==> src/rtl/spi_rf_pkg.sv <==
package spi_rf_pkg;
  localparam logic [7:0] A_HOLD  = 8'h40;
  localparam logic [7:0] A_IEN   = 8'h80;
  localparam logic [7:0] A_IPEND = 8'h84;
  localparam logic [7:0] A_ISRC  = 8'h88;
  localparam logic [7:0] A_SYNC  = 8'hC0;
  localparam logic [7:0] A_CROOM = 8'hD0;
  localparam logic [7:0] A_DROOM = 8'hD4;
  localparam logic [7:0] A_RLVL  = 8'hD8;
  localparam logic [7:0] A_CPUSH = 8'hE0;
  localparam logic [7:0] A_DPUSH = 8'hE4;
  localparam logic [7:0] A_RPOP  = 8'hE8;
  localparam logic [7:0] A_RPEEK = 8'hEC;

  localparam int NCAUSE = 4;

  // Queue threshold causes: [0] cmd almost empty, [1] sdo almost empty, [2] sdi almost full
  function automatic logic [2:0] queue_causes(input int unsigned croom, input int unsigned droom,
                                              input int unsigned rlvl, input int unsigned c_th,
                                              input int unsigned d_th, input int unsigned r_th);
    queue_causes = {rlvl >= r_th, droom >= d_th, croom >= c_th};
  endfunction
endpackage

==> src/rtl/spi_rf_irq.sv <==
module spi_rf_irq
  import spi_rf_pkg::*;
#(
  parameter int unsigned CROOM_W   = 8,
  parameter int unsigned DROOM_W   = 8,
  parameter int unsigned RLVL_W    = 8,
  parameter int unsigned CMD_AE_TH = 12,
  parameter int unsigned SDO_AE_TH = 12,
  parameter int unsigned SDI_AF_TH = 12
) (
  input  logic               clk,
  input  logic               rst_n,
  input  logic [CROOM_W-1:0] cmd_room,
  input  logic [DROOM_W-1:0] sdo_room,
  input  logic [RLVL_W-1:0]  sdi_level,
  input  logic               sync_valid,
  input  logic [7:0]         sync_id_in,
  input  logic               en_we,
  input  logic               clr_we,
  input  logic [NCAUSE-1:0]  wbits,
  output logic [NCAUSE-1:0]  int_en,
  output logic [NCAUSE-1:0]  pend,
  output logic [NCAUSE-1:0]  src,
  output logic [7:0]         sync_id,
  output logic               irq
);
  logic [2:0]        q_cause;
  logic [NCAUSE-1:0] cause_set;
  logic [NCAUSE-1:0] cause_clr;

  assign q_cause   = queue_causes(32'(cmd_room), 32'(sdo_room), 32'(sdi_level),
                                  CMD_AE_TH, SDO_AE_TH, SDI_AF_TH);
  assign cause_set = {sync_valid, q_cause};
  assign cause_clr = clr_we ? wbits : '0;

  always_ff @(posedge clk or negedge rst_n) begin
    if (!rst_n) begin
      pend    <= '0;
      int_en  <= '0;
      sync_id <= '0;
    end else begin
      pend <= (pend & ~cause_clr) | cause_set;
      if (en_we)      int_en  <= wbits;
      if (sync_valid) sync_id <= sync_id_in;
    end
  end

  assign src = pend & int_en;
  assign irq = |src;
endmodule

==> src/rtl/spi_rf_fifo_gate.sv <==
module spi_rf_fifo_gate #(
  parameter int unsigned CROOM_W = 8,
  parameter int unsigned DROOM_W = 8,
  parameter int unsigned RLVL_W  = 8
) (
  input  logic               cmd_wr,
  input  logic               sdo_wr,
  input  logic               sdi_rd,
  input  logic [15:0]        wdata,
  input  logic [CROOM_W-1:0] cmd_room,
  input  logic [DROOM_W-1:0] sdo_room,
  input  logic [RLVL_W-1:0]  sdi_level,
  output logic               cmd_push,
  output logic [15:0]        cmd_data,
  output logic               sdo_push,
  output logic [7:0]         sdo_data,
  output logic               sdi_pop,
  output logic               sdi_empty
);
  assign sdi_empty = (sdi_level == '0);
  assign cmd_push  = cmd_wr && (cmd_room != '0);
  assign sdo_push  = sdo_wr && (sdo_room != '0);
  assign sdi_pop   = sdi_rd && !sdi_empty;
  assign cmd_data  = wdata;
  assign sdo_data  = wdata[7:0];
endmodule

==> src/rtl/spi_cmd_regfile.sv <==
module spi_cmd_regfile
  import spi_rf_pkg::*;
#(
  parameter int unsigned CROOM_W   = 8,
  parameter int unsigned DROOM_W   = 8,
  parameter int unsigned RLVL_W    = 8,
  parameter int unsigned CMD_AE_TH = 12,
  parameter int unsigned SDO_AE_TH = 12,
  parameter int unsigned SDI_AF_TH = 12
) (
  input  logic               clk,
  input  logic               rst_n,
  input  logic               wr_en,
  input  logic               rd_en,
  input  logic [7:0]         addr,
  input  logic [15:0]        wdata,
  output logic [31:0]        rdata,
  output logic               engine_rst,
  output logic               irq,
  output logic               cmd_push,
  output logic [15:0]        cmd_data,
  input  logic [CROOM_W-1:0] cmd_room,
  output logic               sdo_push,
  output logic [7:0]         sdo_data,
  input  logic [DROOM_W-1:0] sdo_room,
  output logic               sdi_pop,
  input  logic [7:0]         sdi_head,
  input  logic [RLVL_W-1:0]  sdi_level,
  input  logic               sync_valid,
  input  logic [7:0]         sync_id_in
);
  localparam int PADW = 32 - NCAUSE;

  logic              hold_we, en_we, clr_we, cmd_wr, sdo_wr, sdi_rd;
  logic [NCAUSE-1:0] int_en_w, pend_w, src_w;
  logic [7:0]        sync_id_w;
  logic              sdi_empty_w;
  logic [31:0]       rd_mux;

  assign hold_we = wr_en && (addr == A_HOLD);
  assign en_we   = wr_en && (addr == A_IEN);
  assign clr_we  = wr_en && (addr == A_IPEND);
  assign cmd_wr  = wr_en && (addr == A_CPUSH);
  assign sdo_wr  = wr_en && (addr == A_DPUSH);
  assign sdi_rd  = rd_en && (addr == A_RPOP);

  always_ff @(posedge clk or negedge rst_n) begin
    if (!rst_n)       engine_rst <= 1'b1;
    else if (hold_we) engine_rst <= wdata[0];
  end

  spi_rf_irq #(
    .CROOM_W(CROOM_W), .DROOM_W(DROOM_W), .RLVL_W(RLVL_W),
    .CMD_AE_TH(CMD_AE_TH), .SDO_AE_TH(SDO_AE_TH), .SDI_AF_TH(SDI_AF_TH)
  ) u_irq (
    .clk(clk), .rst_n(rst_n),
    .cmd_room(cmd_room), .sdo_room(sdo_room), .sdi_level(sdi_level),
    .sync_valid(sync_valid), .sync_id_in(sync_id_in),
    .en_we(en_we), .clr_we(clr_we), .wbits(wdata[NCAUSE-1:0]),
    .int_en(int_en_w), .pend(pend_w), .src(src_w), .sync_id(sync_id_w), .irq(irq)
  );

  spi_rf_fifo_gate #(
    .CROOM_W(CROOM_W), .DROOM_W(DROOM_W), .RLVL_W(RLVL_W)
  ) u_gate (
    .cmd_wr(cmd_wr), .sdo_wr(sdo_wr), .sdi_rd(sdi_rd), .wdata(wdata),
    .cmd_room(cmd_room), .sdo_room(sdo_room), .sdi_level(sdi_level),
    .cmd_push(cmd_push), .cmd_data(cmd_data),
    .sdo_push(sdo_push), .sdo_data(sdo_data),
    .sdi_pop(sdi_pop), .sdi_empty(sdi_empty_w)
  );

  always_comb begin
    case (addr)
      A_HOLD:  rd_mux = {31'd0, engine_rst};
      A_IEN:   rd_mux = {{PADW{1'b0}}, int_en_w};
      A_IPEND: rd_mux = {{PADW{1'b0}}, pend_w};
      A_ISRC:  rd_mux = {{PADW{1'b0}}, src_w};
      A_SYNC:  rd_mux = {24'd0, sync_id_w};
      A_CROOM: rd_mux = 32'(cmd_room);
      A_DROOM: rd_mux = 32'(sdo_room);
      A_RLVL:  rd_mux = 32'(sdi_level);
      A_RPOP, A_RPEEK: rd_mux = sdi_empty_w ? 32'd0 : {24'd0, sdi_head};
      default: rd_mux = 32'd0;
    endcase
  end

  always_ff @(posedge clk or negedge rst_n) begin
    if (!rst_n) rdata <= '0;
    else        rdata <= rd_en ? rd_mux : 32'd0;
  end
endmodule

==> config.mk <==
export PLATFORM = sky130hd
export DESIGN_NAME = spi_cmd_regfile
export DESIGN_NICKNAME = d
export VERILOG_FILES = /design/src/rtl/spi_rf_pkg.sv /design/src/rtl/spi_rf_irq.sv /design/src/rtl/spi_rf_fifo_gate.sv /design/src/rtl/spi_cmd_regfile.sv
export SDC_FILE = /design/constraint.sdc
export NUM_CORES = 1
export LEC_CHECK = 0
export ABC_AREA = 1
export CAP_MARGIN = 20
export CORE_AREA = 5 5 70 88
export DETAILED_ROUTE_END_ITERATION = 8
export DIE_AREA = 0 0 75 93
export HOLD_SLACK_MARGIN = 0.12
export PLACE_DENSITY = 0.91
export SLEW_MARGIN = 5
export SYNTH_ARGS = -nofsm -noshare
export SYNTH_HDL_FRONTEND = slang
export SYNTH_SLANG_ARGS = --single-unit
==> constraint.sdc <==
create_clock -name clk -period 2.8 [get_ports clk]
set_input_delay 0.56 -clock clk [delete_from_list [all_inputs] [get_ports clk]]
set_output_delay 0.56 -clock clk [all_outputs]
set_load 0.05 [all_outputs]
Word level (Yosys, flattened, before mapping) --
Index checks and enable logic that the tools add are counted.
Storage, ports and cells: register bits after elaboration 49, bits in read-only memories 0, RAM bits 0, memories kept 0, latch bits 0, output and inout port bits 61, logic and storage cells 43, bits of input ports 69
Operators by class: order comparisons 3, shift-type cells 0, $add $sub $neg 0, divide/modulo/power cells 0, multiply operators 0, eq/ne operators 12, multiplexer cells 4, bitwise logic cells 4, reduce and logical (&&, ||, !) cells 15
Operators with widths (number):
- equality test 8 bit, second input constant | 11
- case mux 8 bit (9 select lines) | 1
- two-way mux 32 bit | 1
- >= comparator 8 x 4 -> 1 bit, second input constant | 3
- nonzero test 8 bit | 2
- logical AND 1 bit | 9
- bitwise AND 4 bit | 2
- equality test 8 x 7 -> 1 bit, second input constant | 1
- zero test 8 bit | 1
- two-way mux 8 bit | 1
- two-way mux 4 bit | 1
- inverter 4 bit | 1
- bitwise OR 4 bit | 1
- OR reduction 4 bit | 1
- OR reduction 2 bit | 1
- zero test 1 bit | 1

Depth between registers and ports, before layout --
Gate-level depths: netlist (run 1).
depth in word-level cells 6, depth in mapped cells 10, depth with buffers taken out 9

By module --
From an unflattened synthesis (run 1), not the netlist that was laid out.
Second synthesis, totals: cell total of the unflattened synthesis 320, area total of the unflattened synthesis 2123.3 sq um
Modules (own cells, without submodules):
- spi_cmd_regfile | sequential area each 226.5 sq um, cells an instance 187, area an instance 1153.6 sq um, instances 1
- spi_rf_irq | sequential area each 400.4 sq um, cells an instance 82, area an instance 685.7 sq um, instances 1
- spi_rf_fifo_gate | sequential area each 0.0 sq um, cells an instance 51, area an instance 284.0 sq um, instances 1

Least setup slack after synthesis (run 1) --
Ideal clock, no wire load.
path kind input-to-output, start point input addr[0], end point output cmd_push, required time 2.240 ns, arrival time 2.193 ns, buffers on the path 1, stages 6, path slack 0.047 ns, path through inv_1 -> nand2_1 -> nor2_4 -> buf_4 -> o21ai_0 -> nor3_1
On the way: longest elaborated chain between the ends 3
RTL lines:
- start: declaration | line spi_cmd_regfile.sv:15 | input logic [7:0] addr,
- equality test 8 bit | line spi_cmd_regfile.sv:43 | assign cmd_wr = wr_en && (addr == A_CPUSH);
- logical AND 1 bit | line spi_cmd_regfile.sv:43
- logical AND 1 bit | line spi_rf_fifo_gate.sv:21 | assign cmd_push = cmd_wr && (cmd_room != '0);
- end: declaration | line spi_cmd_regfile.sv:20 | output logic cmd_push,
No other way between the ends.

Worst setup path after layout (run 1) --
start point input addr[7], end point output sdi_pop
On the way: longest elaborated chain between the ends 3
RTL lines:
- equality test 8 bit | line spi_cmd_regfile.sv:45 | assign sdi_rd = rd_en && (addr == A_RPOP);
- logical AND 1 bit | line spi_cmd_regfile.sv:45
- logical AND 1 bit | line spi_rf_fifo_gate.sv:23 | assign sdi_pop = sdi_rd && !sdi_empty;
- end: declaration | line spi_cmd_regfile.sv:26 | output logic sdi_pop,
No other way between the ends.

==> results.md, run 1 <==
- CP required: approximately 2.2 ns
- Grt ovf: 0
- Synth warnings: 0
- Clock-pin slew on the worst setup and hold paths: about 0.09 ns
- Via density: ~4.8
- Drt drc: 0
- FMAX: 390 MHz
- Status: complete, no violations
- Cells after Synth: roughly 300
- Number of global-route vias before repair: 1991
- Startpoint Class: input pin
- Tot GR Track Use: 0.154
- Starting Density: 0.373
- Worst-margin pin slew: roughly 0.5 ns
- Worst Path Buf+Inv: 2
- Worst R2R Path Depth: 6
- Setup Viol. Count Final: 0
- Routed vias: roughly 2000
- Final wirelength: about 5.5 mm
- Seq/Total Area, Yosys: 0.317
- Postcts setup bufs: 0
- Die ar.: ~0.0070 mm2
- FP Rows: 30
- Mean routed wirelength per cell: approximately 13 um
- WS Path Type: in2out
- RSZ-0062 raised after global routing: false
- Share of the synthesized area in the top cell type: 0.304
- First-pass GRT wire length: ~8.5 mm
- Final hold viol count: 0
- Deepest clock path buffer count: 2
- Final Cycle Share: 0.915
- First DRT Iteration DRCs: 66
- Clock H-tree levels: 1
- Share of post-route cells with drive strength above 1: 0.0812
- IO buf count: 77
- Hold depth: 2
- Cells along the critical path: clkdlybuf4s50_1, nand4_1, nor2_2, nand2_1, nor3_1, buf_12
- Clock root cell: clkbuf_8
- Largest net degree at the start of global routing: 26
- Post-synth EDFFs: 0
- Initial antenna violation count: 0
- Pleak: between 1 and 1.5 nW
- Die W: ~75 um
- Final net count: 427
- Fillers: 533
- Synth Area in Adders: 0
- Synthesized area: between 0.0015 and 0.002 mm2
- Xor/xnor cell area share of the yosys netlist: 0
- Clock sink total: 25
- Critical Path Stages: 6
- Simple-gate area share of the yosys netlist: 0.414
- Primary FF master, synth: dfrtp_1
- Setup ws final: around 0.24 ns
- Pre-CTS WS: 0.247 ns
- Die Span Y: approximately 93 um
- # IOs: 130
- Clock skew: between 0.002 and 0.003 ns
- Core Area: approximately 0.0053 mm2
- WP data arrival: around 2.0 ns
- Min-Delay Path Class: reg2reg
- Max-Cap Viols: 0
- CP max stage cell: clkdlybuf4s50_1
- GP Congestion: 0.949
- Clk_lat worst skew: about 0.27 ns
- Crit. End Element: output pin
- CP peak stage delay: 0.55 ns
- Post-CTS Hold Buffers: 0
- CP max FO: 4
- Ys async rst share: 1.00
- Top cells by area, synth: dfrtp_1 30%, buf_4 19%, nand2_1 17%, nand3_1 9.9%, nor2_1 8.2%
- Mux share of post-synthesis cell area: 0
- Diodes inserted: 0
- Drt pass-1 iters: 4
- Post-CTS resize count: 0
- Detailed placement HPWL: 4.69 mm
- Min Tclk post-route: 2.56 ns
- Peak VDD IR: about 0.18 mV
- Tot Pwr: 883 uW
- Setup TNS: 0 ns
- Normalized max-slew margin: 0.664
- Hold WS: just under 0.5 ns
- Family with the most delay on the worst path: buffers and inverters
- ANT nets after route: 0
- Largest area contributor in the netlist: dfrtp_1
- Pins Over Slew Limit: 0
- Total CTS buffers: 3
- Largest family of logic cells by synthesized area: simple AND/OR/NAND/NOR gates
- CTS tree: yes
- Power per cell area: between 300 and 400 mW/mm2
- Area Overhead vs Synth: 32.7%
- Syn avg cell area: about 6.6 um2
- Synth unique cells: 23
- Synthesized flop and latch total: 25
- Synth Area in Compound Gates: 0.0310
power breakdown:
part / total [mW] / switching, mW / internal, mW
logic: 0.284 / 0.182 / 0.102
clock network: 0.215 / 0.114 / 0.102
registers: 0.384 / 0.00799 / 0.376
total: 0.883 / 0.304 / 0.579
registers in the layout, summed over array words and instances (netlist names):
| register | cells |
|---|---|
| u_irq.sync_id | 8 |
| rdata | 8 |
| u_irq.int_en | 4 |
| engine_rst | 1 |
| u_irq.pend | 4 |
cell usage after synthesis, types with 2 or more instances:
cell type / number
dfrtp_1: 24
nand2_1: 90
o21ai_0: 10
clkinv_1: 2
nor2_2: 3
nor3_1: 2
nor2_1: 43
inv_1: 19
nor2_4: 2
nand3_1: 39
nand4_1: 5
buf_4: 49
logic make-up (layout without fill, tap and decap cells):
group	after synthesis	after routing
other cells	1	24
buf+inv	73	108
simple gates	188	188
flops	25	25
compound gates	12	12
cell usage in the layout (no fill, tap or decap), types with 2 or more instances in the layout:
cell,Yosys,routed
nand2_1,90,90
dfrtp_1,24,24
inv_1,19,19
buf_12,0,3
conb_1,1,24
nand3_1,39,39
clkbuf_8,0,3
nor3_1,2,2
nor2_2,3,3
nor2_1,43,43
o21ai_0,10,10
clkdlybuf4s50_1,0,66
nand4_1,5,5
nor2_4,2,2
buf_4,49,13
clkinv_1,2,2
layout make-up:
class                           count  area [um2]  area share
Multi-Input combinational cell    224         970       0.370
Sequential cell                    25         627       0.239
Timing Repair Buffer               82         818       0.312
Tap cell                           64        80.1      0.0305
Clock buffer                        4        45.0      0.0172
Inverter                           22        82.6      0.0315
metrics by stage:
| stage | util | instances | area, um2 |
|---|---|---|---|
| 3_5_place_dp | 0.487 | 417 | 2580 |
| 3_3_place_gp | 0.487 | 417 | 2580 |
| 2_1_floorplan | - | 322 | 2060 |
| 4_1_cts | 0.496 | 421 | 2620 |
| 5_1_grt | 0.496 | 421 | 2620 |
| 6_report | 0.496 | 421 | 2620 |
tightest hold or removal path, stage by stage (launching register included):
cell and delay (ns):
dfrtp_1 0.36, nand2_1 0.05, nand2_1 0.04
worst paths after layout:
| kind | end | slack, ns | startpoint |
|---|---|---|---|
| worst max-delay path | sdi_pop | 0.24 | addr[7] |
| worst min-delay path | u_irq.sync_id[4] | 0.48 | u_irq.sync_id[4] |
| worst min register to register | u_irq.sync_id[4] | 0.48 | u_irq.sync_id[4] |
| worst max register to register | rdata[0] | 1.81 | engine_rst |
| min in group asynchronous | rdata[0] | 0.65 | rst_n |
| max in group asynchronous | engine_rst | 1.84 | rst_n |
routing by layer:
layer  GRT usage  part of all wire
met3      0.0280             0.088
met5           0                 0
met1       0.163              0.34
met4      0.0831             0.045
met2       0.277              0.53
Power figures use the tool's default switching activity.
==> run 2: changes to the inputs <==
Settings changed: GPL_TIMING_DRIVEN set to 0.
==> run 2 against run 1 <==
- setup slack got worse by 0.083 ns
- register-to-register slack about the same
- core utilization is 9.6 points higher
- cell area increased by 19%
- combinational power increased by 42%
- highest routed layer unchanged
- cell count is 15% higher
- clock skew fell by 0.0021 ns
- first-iteration DRC count increased by 14%
- clock-buffer cell count fell by 1
- sequential power about the same
- routed wire length grew 10%
==> results.md, run 2 (synthesized netlist as in run 1, its figures left out) <==
- Status: complete, no violations (unchanged)
- Drt pass-1 iters: 7 (was 4)
- First-pass GRT wire length: 9.40 mm (was 8.54 mm)
- Fillers: 509 (was 533)
- Via density: 4.49 (was 4.80)
- Min Tclk post-route: 2.65 ns (was 2.56 ns)
- Pre-CTS WS: -0.553 ns (was 0.247 ns)
- Tot GR Track Use: 0.172 (was 0.154)
- CP peak stage delay: 0.46 ns (was 0.55 ns)
- Drt drc: 0 (unchanged)
- Area Overhead vs Synth: 58.5% (was 32.7%)
- Detailed placement HPWL: 5.20 mm (was 4.69 mm)
- CTS tree: yes (unchanged)
- Peak VDD IR: 0.175 mV (was 0.181 mV)
- Startpoint Class: input pin (unchanged)
- Power per cell area: 319 mW/mm2 (was 337 mW/mm2)
- Clock H-tree levels: 1 (unchanged)
- DP Cell Count: 478 (was 417)
- Setup Viol. Count Final: 0 (unchanged)
- Number of global-route vias before repair: 2185 (was 1991)
- Share of post-route cells with drive strength above 1: 0.166 (was 0.0812)
- GP Congestion: 0.897 (was 0.949)
- Pleak: 1.56 nW (was 1.26 nW)
- ANT nets after route: 0 (unchanged)
- Die W: 75 um (unchanged)
- Pins Over Slew Limit: 0 (unchanged)
- CP max stage cell: clkdlybuf4s50_1 (unchanged)
- Design area: 0.00313 mm2 (was 0.00262 mm2)
- Largest net degree at the start of global routing: 26 (unchanged)
- Initial antenna violation count: 0 (unchanged)
- Starting Density: 0.373 (unchanged)
- Min-Delay Path Class: reg2reg (unchanged)
- Final hold viol count: 0 (unchanged)
- Grt ovf: 0 (unchanged)
- Clock root cell: clkbuf_8 (unchanged)
- FP Rows: 30 (unchanged)
- Mean routed wirelength per cell: 12.6 um (was 13.1 um)
- Clk_lat worst skew: 0.27 ns (about the same)
- Normalized max-slew margin: 0.639 (was 0.664)
- Die ar.: 0.00698 mm2 (unchanged)
- Setup ws final: 0.154 ns (was 0.237 ns)
- Worst R2R Path Depth: 6 (unchanged)
- Final Cycle Share: 0.945 (was 0.915)
- Clock-pin slew on the worst setup and hold paths: 0.08 ns (was 0.09 ns)
- Routed vias: 2178 (was 2020)
- Clock skew: 0.000721 ns (was 0.00285 ns)
- Worst-margin pin slew: 0.539 ns (was 0.502 ns)
- WP data arrival: 2.09 ns (was 2.00 ns)
- Placed inst area: 0.00306 mm2 (was 0.00258 mm2)
- IO buf count: 92 (was 77)
- Finished Layout Cells: 485 (was 421)
- Die Span Y: 93 um (unchanged)
- Crit. End Element: output pin (unchanged)
- Max-Cap Viols: 0 (unchanged)
- CP max FO: 10 (was 4)
- Hold depth: 2 (unchanged)
- FMAX: 378 MHz (was 390 MHz)
- # IOs: 130 (unchanged)
- Clock sink total: 25 (unchanged)
- Final wirelength: 6.10 mm (was 5.52 mm)
- First DRT Iteration DRCs: 75 (was 66)
- Largest registers: rdata x8, u_irq.sync_id x8 (unchanged)
- Commonest non-fill, non-tap cells in the layout: 90 x nand2_1, 89 x clkdlybuf4s50_1, 52 x buf_4 (was 90 x nand2_1, 66 x clkdlybuf4s50_1, 43 x nor2_1)
- Deepest clock path buffer count: 2 (unchanged)
- Final net count: 491 (was 427)
- Cells along the critical path: clkdlybuf4s50_1, inv_1, nand2_1, nor2_4, buf_4, o21ai_0, nor3_1, buf_4 (was clkdlybuf4s50_1, nand4_1, nor2_2, nand2_1, nor3_1, buf_12)
- Diodes inserted: 0 (unchanged)
- WS Path Type: in2out (unchanged)
- Commonest non-fill, non-tap cell in the layout: nand2_1 (unchanged)
- Critical Path Most Common Cell: buf_4
- Total CTS buffers: 3 (unchanged)
- Core Area: 0.00529 mm2 (unchanged)
- CP required: 2.24 ns (about the same)
- Setup TNS: 0 ns (unchanged)
==> run 2: layout make-up <==
| type | instances | area [um2] | area share |
|---|---|---|---|
| Buffer | 51 | 383 | 0.122 |
| Clock buffer | 3 | 41.3 | 0.0132 |
| Clock inverter | 1 | 5.00 | 0.00160 |
| Inverter | 22 | 82.6 | 0.0264 |
| Multi-Input combinational cell | 224 | 975 | 0.311 |
| Sequential cell | 25 | 627 | 0.200 |
| Tap cell | 64 | 80.1 | 0.0256 |
| Timing Repair Buffer | 95 | 938 | 0.300 |
==> run 2: final timing paths <==
check	from	end	slack, ns
min reg2reg	u_irq.sync_id[1]	u_irq.sync_id[1]	0.48
max reg2reg	engine_rst	rdata[0]	1.82
max	addr[2]	cmd_push	0.15
max in group asynchronous	rst_n	u_irq.int_en[3]	1.67
min	u_irq.sync_id[1]	u_irq.sync_id[1]	0.48
min in group asynchronous	rst_n	rdata[0]	0.64
==> run 2: metrics by stage <==
| stage | hold slack, ns | power (mW) | utilization |
|---|---|---|---|
| after global placement | 0.457 | 0.787 | 0.579 |
| after global routing | 0.506 | 1.05 | 0.592 |
| after detailed placement | 0.460 | 0.791 | 0.579 |
| after floorplan | 0.264 | 0.640 | - |
| after CTS | 0.482 | 1.01 | 0.588 |
| final | 0.478 | 1.00 | 0.592 |
==> run 2: where the power goes <==
part | leakage [nW] | internal [mW] | switching (mW) | total [mW]
Sequential | 0.310 | 0.376 | 0.00851 | 0.384
Combinational | 1.23 | 0.167 | 0.238 | 0.404
Clock | 0.0255 | 0.0995 | 0.112 | 0.212
==> run 2: worst max-delay path, delay by kind of cell <==
| kind | cells | cell delay, ns |
|---|---|---|
| buf+inv | 4 | 1.01 |
| compound gates | 1 | 0.10 |
| simple gates | 3 | 0.41 |
==> run 2: layer usage <==
metal	share of wire	track usage	wire (um)
met3	0.086	0.0409	525
met2	0.53	0.315	3250
met5	0	0	0
met4	0.035	0.0772	215
met1	0.35	0.179	2110
==> run 2: timing repair <==
| action | 4_1_cts | 5_1_grt |
|---|---|---|
| endpoints found under the hold margin | 0 | 0 |
| pin swaps | 0 | 2 |
| hold buffers | 0 | 0 |
| setup endpoints to repair | 3 | 3 |
| buffers inserted | 0 | 2 |
| resized for setup | 15 | 6 |
| gates cloned | 0 | 0 |
==> run 3: changes to the inputs <==
Settings changed: CAP_MARGIN 20 to 10.
==> results of run 3 <==
No change in the layout: final DEF, timing and power equal those of run 2.
